File: config.mk
export PLATFORM = sky130hd
export DESIGN_NAME = modem_status_detect
export DESIGN_NICKNAME = d
export VERILOG_FILES = /design/src/rtl/msd_pkg.sv /design/src/rtl/msd_sync.sv /design/src/rtl/msd_edge.sv /design/src/rtl/msd_flags.sv /design/src/rtl/modem_status_detect.sv
export SDC_FILE = /design/constraint.sdc
export NUM_CORES = 1
export LEC_CHECK = 0
export ABC_AREA = 1
export ABC_CLOCK_PERIOD_IN_PS = 1020
export BUFFER_PORTS_ARGS = -buffer_cell sky130_fd_sc_hd__buf_4
export CAP_MARGIN = 20
export CORE_AREA = 2 2 39 41
export CTS_CLUSTER_DIAMETER = 40
export CTS_CLUSTER_SIZE = 14
export DETAILED_ROUTE_END_ITERATION = 6
export DIE_AREA = 0 0 41 43
export PLACE_DENSITY = 0.65
export SKIP_CTS_REPAIR_TIMING = 1
export SLEW_MARGIN = 10
export SYNTH_ARGS = -nofsm -noshare
export SYNTH_HDL_FRONTEND = slang
export SYNTH_SLANG_ARGS = --single-unit
File: constraint.sdc
create_clock -name clk_i -period 1.02 [get_ports clk_i]
set_input_delay 0.204 -clock clk_i [delete_from_list [all_inputs] [get_ports clk_i]]
set_output_delay 0.204 -clock clk_i [all_outputs]
set_load 0.1 [all_outputs]
File: src/rtl/msd_pkg.sv
package msd_pkg;
  localparam int unsigned NUM_LINES = 4;
  localparam int unsigned SYNC_STAGES = 2;

  // bit index of each line in both nibbles
  localparam int unsigned IDX_CTS = 0;
  localparam int unsigned IDX_DSR = 1;
  localparam int unsigned IDX_RI  = 2;
  localparam int unsigned IDX_DCD = 3;

  typedef enum logic {
    EDGE_ANY  = 1'b0,
    EDGE_FALL = 1'b1
  } edge_kind_e;
endpackage

File: src/rtl/msd_sync.sv
module msd_sync #(
  parameter int unsigned W      = 4,
  parameter int unsigned STAGES = 2,
  parameter logic [W-1:0] RST_VAL = '1
) (
  input  logic         clk_i,
  input  logic         rst_ni,
  input  logic [W-1:0] d_i,
  output logic [W-1:0] q_o
);
  logic [STAGES-1:0][W-1:0] stage_q;

  always_ff @(posedge clk_i or negedge rst_ni) begin
    if (!rst_ni) stage_q[0] <= RST_VAL;
    else         stage_q[0] <= d_i;
  end

  for (genvar s = 1; s < STAGES; s++) begin : g_stage
    always_ff @(posedge clk_i or negedge rst_ni) begin
      if (!rst_ni) stage_q[s] <= RST_VAL;
      else         stage_q[s] <= stage_q[s-1];
    end
  end

  assign q_o = stage_q[STAGES-1];

  // output only moves to what the previous stage held
  a_r1_sync_chain: assert property (@(posedge clk_i) disable iff (!rst_ni)
    !$stable(q_o) |-> (q_o == $past(stage_q[STAGES-2])));
endmodule

File: src/rtl/msd_edge.sv
module msd_edge
  import msd_pkg::*;
#(
  parameter edge_kind_e KIND = EDGE_ANY
) (
  input  logic clk_i,
  input  logic rst_ni,
  input  logic lvl_i,
  output logic set_o
);
  logic prev_q;

  always_ff @(posedge clk_i or negedge rst_ni) begin
    if (!rst_ni) prev_q <= 1'b0;
    else         prev_q <= lvl_i;
  end

  if (KIND == EDGE_FALL) begin : g_fall
    assign set_o = prev_q & ~lvl_i;
    // a rising level never requests a flag
    a_r4_no_lead_edge: assert property (@(posedge clk_i) disable iff (!rst_ni)
      lvl_i |-> !set_o);
  end else begin : g_any
    assign set_o = prev_q ^ lvl_i;
  end
endmodule

File: src/rtl/msd_flags.sv
module msd_flags #(
  parameter int unsigned N = 4
) (
  input  logic         clk_i,
  input  logic         rst_ni,
  input  logic [N-1:0] set_i,
  input  logic         rd_i,
  output logic [N-1:0] flags_o
);
  logic [N-1:0] flags_q;
  logic [N-1:0] flags_d;

  // set has priority over the read clear
  always_comb begin
    flags_d = rd_i ? '0 : flags_q;
    flags_d = flags_d | set_i;
  end

  always_ff @(posedge clk_i or negedge rst_ni) begin
    if (!rst_ni) flags_q <= '0;
    else         flags_q <= flags_d;
  end

  assign flags_o = flags_q;


  a_r6_read_clears: assert property (@(posedge clk_i) disable iff (!rst_ni)
    (rd_i && (set_i == '0)) |=> (flags_o == '0));

  for (genvar i = 0; i < N; i++) begin : g_chk

    a_r5_sticky: assert property (@(posedge clk_i) disable iff (!rst_ni)
      (flags_o[i] && !rd_i) |=> flags_o[i]);

    a_r7_set_wins: assert property (@(posedge clk_i) disable iff (!rst_ni)
      (rd_i && set_i[i]) |=> flags_o[i]);
  end
endmodule

File: src/rtl/modem_status_detect.sv
module modem_status_detect
  import msd_pkg::*;
(
  input  logic       clk_i,
  input  logic       rst_ni,
  input  logic       cts_ni,
  input  logic       dsr_ni,
  input  logic       ri_ni,
  input  logic       dcd_ni,
  input  logic       rd_i,
  output logic [7:0] rdata_o,
  input  logic       irq_en_i,
  output logic       irq_o
);
  localparam int unsigned N = NUM_LINES;

  logic [N-1:0] pins_n;
  logic [N-1:0] sync_n;
  logic [N-1:0] live;
  logic [N-1:0] set;
  logic [N-1:0] flags;

  always_comb begin
    pins_n          = '1;
    pins_n[IDX_CTS] = cts_ni;
    pins_n[IDX_DSR] = dsr_ni;
    pins_n[IDX_RI]  = ri_ni;
    pins_n[IDX_DCD] = dcd_ni;
  end

  msd_sync #(
    .W      (N),
    .STAGES (SYNC_STAGES),
    .RST_VAL({N{1'b1}})
  ) u_sync (
    .clk_i (clk_i),
    .rst_ni(rst_ni),
    .d_i   (pins_n),
    .q_o   (sync_n)
  );

  assign live = ~sync_n;

  for (genvar i = 0; i < N; i++) begin : g_line
    msd_edge #(
      .KIND((i == IDX_RI) ? EDGE_FALL : EDGE_ANY)
    ) u_edge (
      .clk_i (clk_i),
      .rst_ni(rst_ni),
      .lvl_i (live[i]),
      .set_o (set[i])
    );
  end

  msd_flags #(.N(N)) u_flags (
    .clk_i  (clk_i),
    .rst_ni (rst_ni),
    .set_i  (set),
    .rd_i   (rd_i),
    .flags_o(flags)
  );

  assign rdata_o = {live, flags};
  assign irq_o   = irq_en_i & (|flags);


  a_r8_irq_gated: assert property (@(posedge clk_i) disable iff (!rst_ni)
    irq_o |-> irq_en_i);
  a_r8_irq_raised: assert property (@(posedge clk_i) disable iff (!rst_ni)
    (irq_en_i && (rdata_o[3:0] != 4'h0)) |-> irq_o);
endmodule

==> metrics.txt <==
outcome complete, but fails checks; failing checks setup timing; Clock Skews ~0.0063 ns; cts bufs inserted 3; Vias/cell between 4 and 5; Clock Path Buffers 2; Worst Setup End Kind primary output; P_sw 0.477 mW; Starting Density 40.3%; Final setup viols 9; Synth Warn # 0; DR vias roughly 370; syn_nets 52; Synth Area in Simple Gates 16.1%; total negative slack -2.11 ns; crit path DAT 1.14 ns; setup slack after layout -0.321 ns; sw frac 31.8%; cell taking the most area after synthesis dfstp_2; Overflow after GRT 0; clk_lat worst skew approximately 0.28 ns; I/O pin count 17; DRT iter0 DRCs 3; FF+latch count, synth 16; Tcrit/Tclk final 131%; Layout Area Growth over Synthesis 68.8%; GP Congestion just over 0.6; drt total wl 808 um; Int Pwr 1.02 mW; worst min-delay path class in -> reg; post-route ant nets 0; Post-Synthesis Cell Area roughly 560 um^2; Clk pwr share 22.1%; die area around 1800 um^2; first-pass GRT wire length around 1100 um; Slew HR around 87%; Synth Area in Compound Gates 0.897%; Antenna diodes 0; combinational share of power 29.5%; Layout Utilization 68.1%; syn avg cell area 12.7 um^2; Max stage delay on crit path 0.50 ns; CP Data Required Time roughly 0.8 ns; Max Cap Viol 0; worst path bufs/invs 1; Post-DP HPWL 547 um; CP cell instances nor2_4 -> a21oi_4 -> buf_12; cell at the slowest stage of the critical path dfrtp_4; post-synthesis mux area share 0%; die height 43 um; Power, Total around 1.5 mW; Yosys top cell area share 37.7%; largest family of logic cells by synthesized area simple AND/OR/NAND/NOR gates; RSZ-0062 raised after global routing true; crit path max fanout 2; LEAKAGE 0.440 nW; Core ar. 1380 um^2; cells after synthesis 44; crit-path leading delay family flip-flops; Layout Nets 80; largest net degree at the start of global routing 17; Design Area, Final 942 um^2; Clk pin slew, worst setup/hold paths 0.08 ns; clock sink count 16; maximum clock rate 746 MHz; H-Tree Depth 1; Yosys cell types 9; Std-Cell Rows 14; Seq pwr share about half; Final Hold Viols 0; Setup crit start kind flip-flop; clk root buf clkbuf_4; Tmin final between 1 and 1.5 ns; Synth Area in XOR/XNOR 0%; PortBufs 16; count of pins over their slew limit 0; drt drc 0; Seq/Total Area, Yosys 73.5%; initial antenna violation count 0; share of layout cells above drive strength 1 around 69%; DR WL/cell 9.29 um; Total GRT Usage 10.4%; Max VDD drop 0.961 mV; CP Class reg -> out; Tightest Pin Transition between 0.15 and 0.2 ns; drt pass-1 iters 2; adder-cell share of the synthesized area 0%; top cells by area in the synthesized netlist dfstp_2 (38%), dfrtp_1 (36%), nand2_1 (6.1%); DP Area between 700 and 800 um^2; die width between 40 and 50 um; number of global-route vias before repair 301; TritonCTS clock tree built; Power per Cell Area 1590 nW/um^2
-- through the flow --
stage | hold WS [ns] | setup slack (ns) | instances
after CTS | -0.253 | -0.393 | 79
final | 0.0282 | -0.321 | 87
after detailed placement | 0.0676 | -0.0598 | 75
after global placement | 0.0661 | -0.0547 | 75
after global routing | 0.00710 | -0.369 | 87
after floorplan | -0.0916 | -0.447 | 44
-- cells in the final DEF, fill, tap and decap left out, types with 3 or more instances in the layout --
| cell type | instances |
|---|---|
| buf_4 | 14 |
| nand2_1 | 9 |
| buf_12 | 9 |
| dfstp_2 | 8 |
| inv_2 | 4 |
| dfrtp_1 | 4 |
| dfrtp_4 | 4 |
| or2_1 | 3 |
| nand3_2 | 3 |
| clkbuf_4 | 3 |
| dlygate4sd3_1 | 3 |
-- cells by family (layout without fill, tap and decap cells) --
| logic type | Yosys count | count (layout) |
|---|---|---|
| simple gates | 17 | 17 |
| flops | 16 | 16 |
| buf+inv | 10 | 37 |
| compound gates | 1 | 1 |
-- Yosys cell counts --
cell type,instances
or2_1,3
buf_4,4
nand2_1,9
dfrtp_1,8
dfstp_2,8
inv_1,6
nor2_1,2
nand3_2,3
a21oi_1,1
-- registers in the layout, indices dropped and copies added, names as in the netlist --
| name | flops |
|---|---|
| g_line.u_edge.prev_q | 4 |
| u_flags.flags_o | 4 |
| u_sync.q_o | 4 |
| u_sync.stage_q | 4 |
-- final timing paths --
check | start | end | slack [ns] | cells after the start
min reg2reg | u_sync.stage_q[0] | u_sync.q_o[0] | 0.36 | 0
max | u_flags.flags_o[0] | irq_o | -0.32 | 3
max in group asynchronous | rst_ni | u_sync.stage_q[2] | 0.47 | 2
max reg2reg | u_sync.q_o[0] | u_flags.flags_o[0] | 0.12 | 3
min | ri_ni | u_sync.stage_q[2] | 0.03 | 1
min in group asynchronous | rst_ni | g_line[1].u_edge.prev_q | 0.30 | 2
-- metal layers --
layer,wire (um),global-route usage [%],up-vias
li1,-,-,180
met1,300,12.2,167
met2,404,13.1,16
met3,66,3.14,5
met4,36,12.0,0
met5,0,0,-
-- worst reg2reg max path, cell delays in order, from the launching register on --
cell and delay [ns]:
dfstp_2 0.54, buf_4 0.10, or2_1 0.10, nand3_2 0.05
-- power groups by stage --
stage	combinational, mW	sequential, mW	clock [mW]
final	0.443	0.727	0.332
after global routing	0.464	0.731	0.377
after CTS	0.340	0.723	0.356
after detailed placement	0.339	0.735	0
after global placement	0.338	0.732	0
after floorplan	0.139	0.847	0
-- final cells by class --
type | instances | area [um^2]
fillers | 108 | 442
flip-flops and latches | 16 | 425
repair buffers | 27 | 327
multi-input cells | 18 | 121
clock buffers | 4 | 26.3
inverters | 6 | 22.5
well taps | 16 | 20.0
Power figures use the tool's default switching activity.
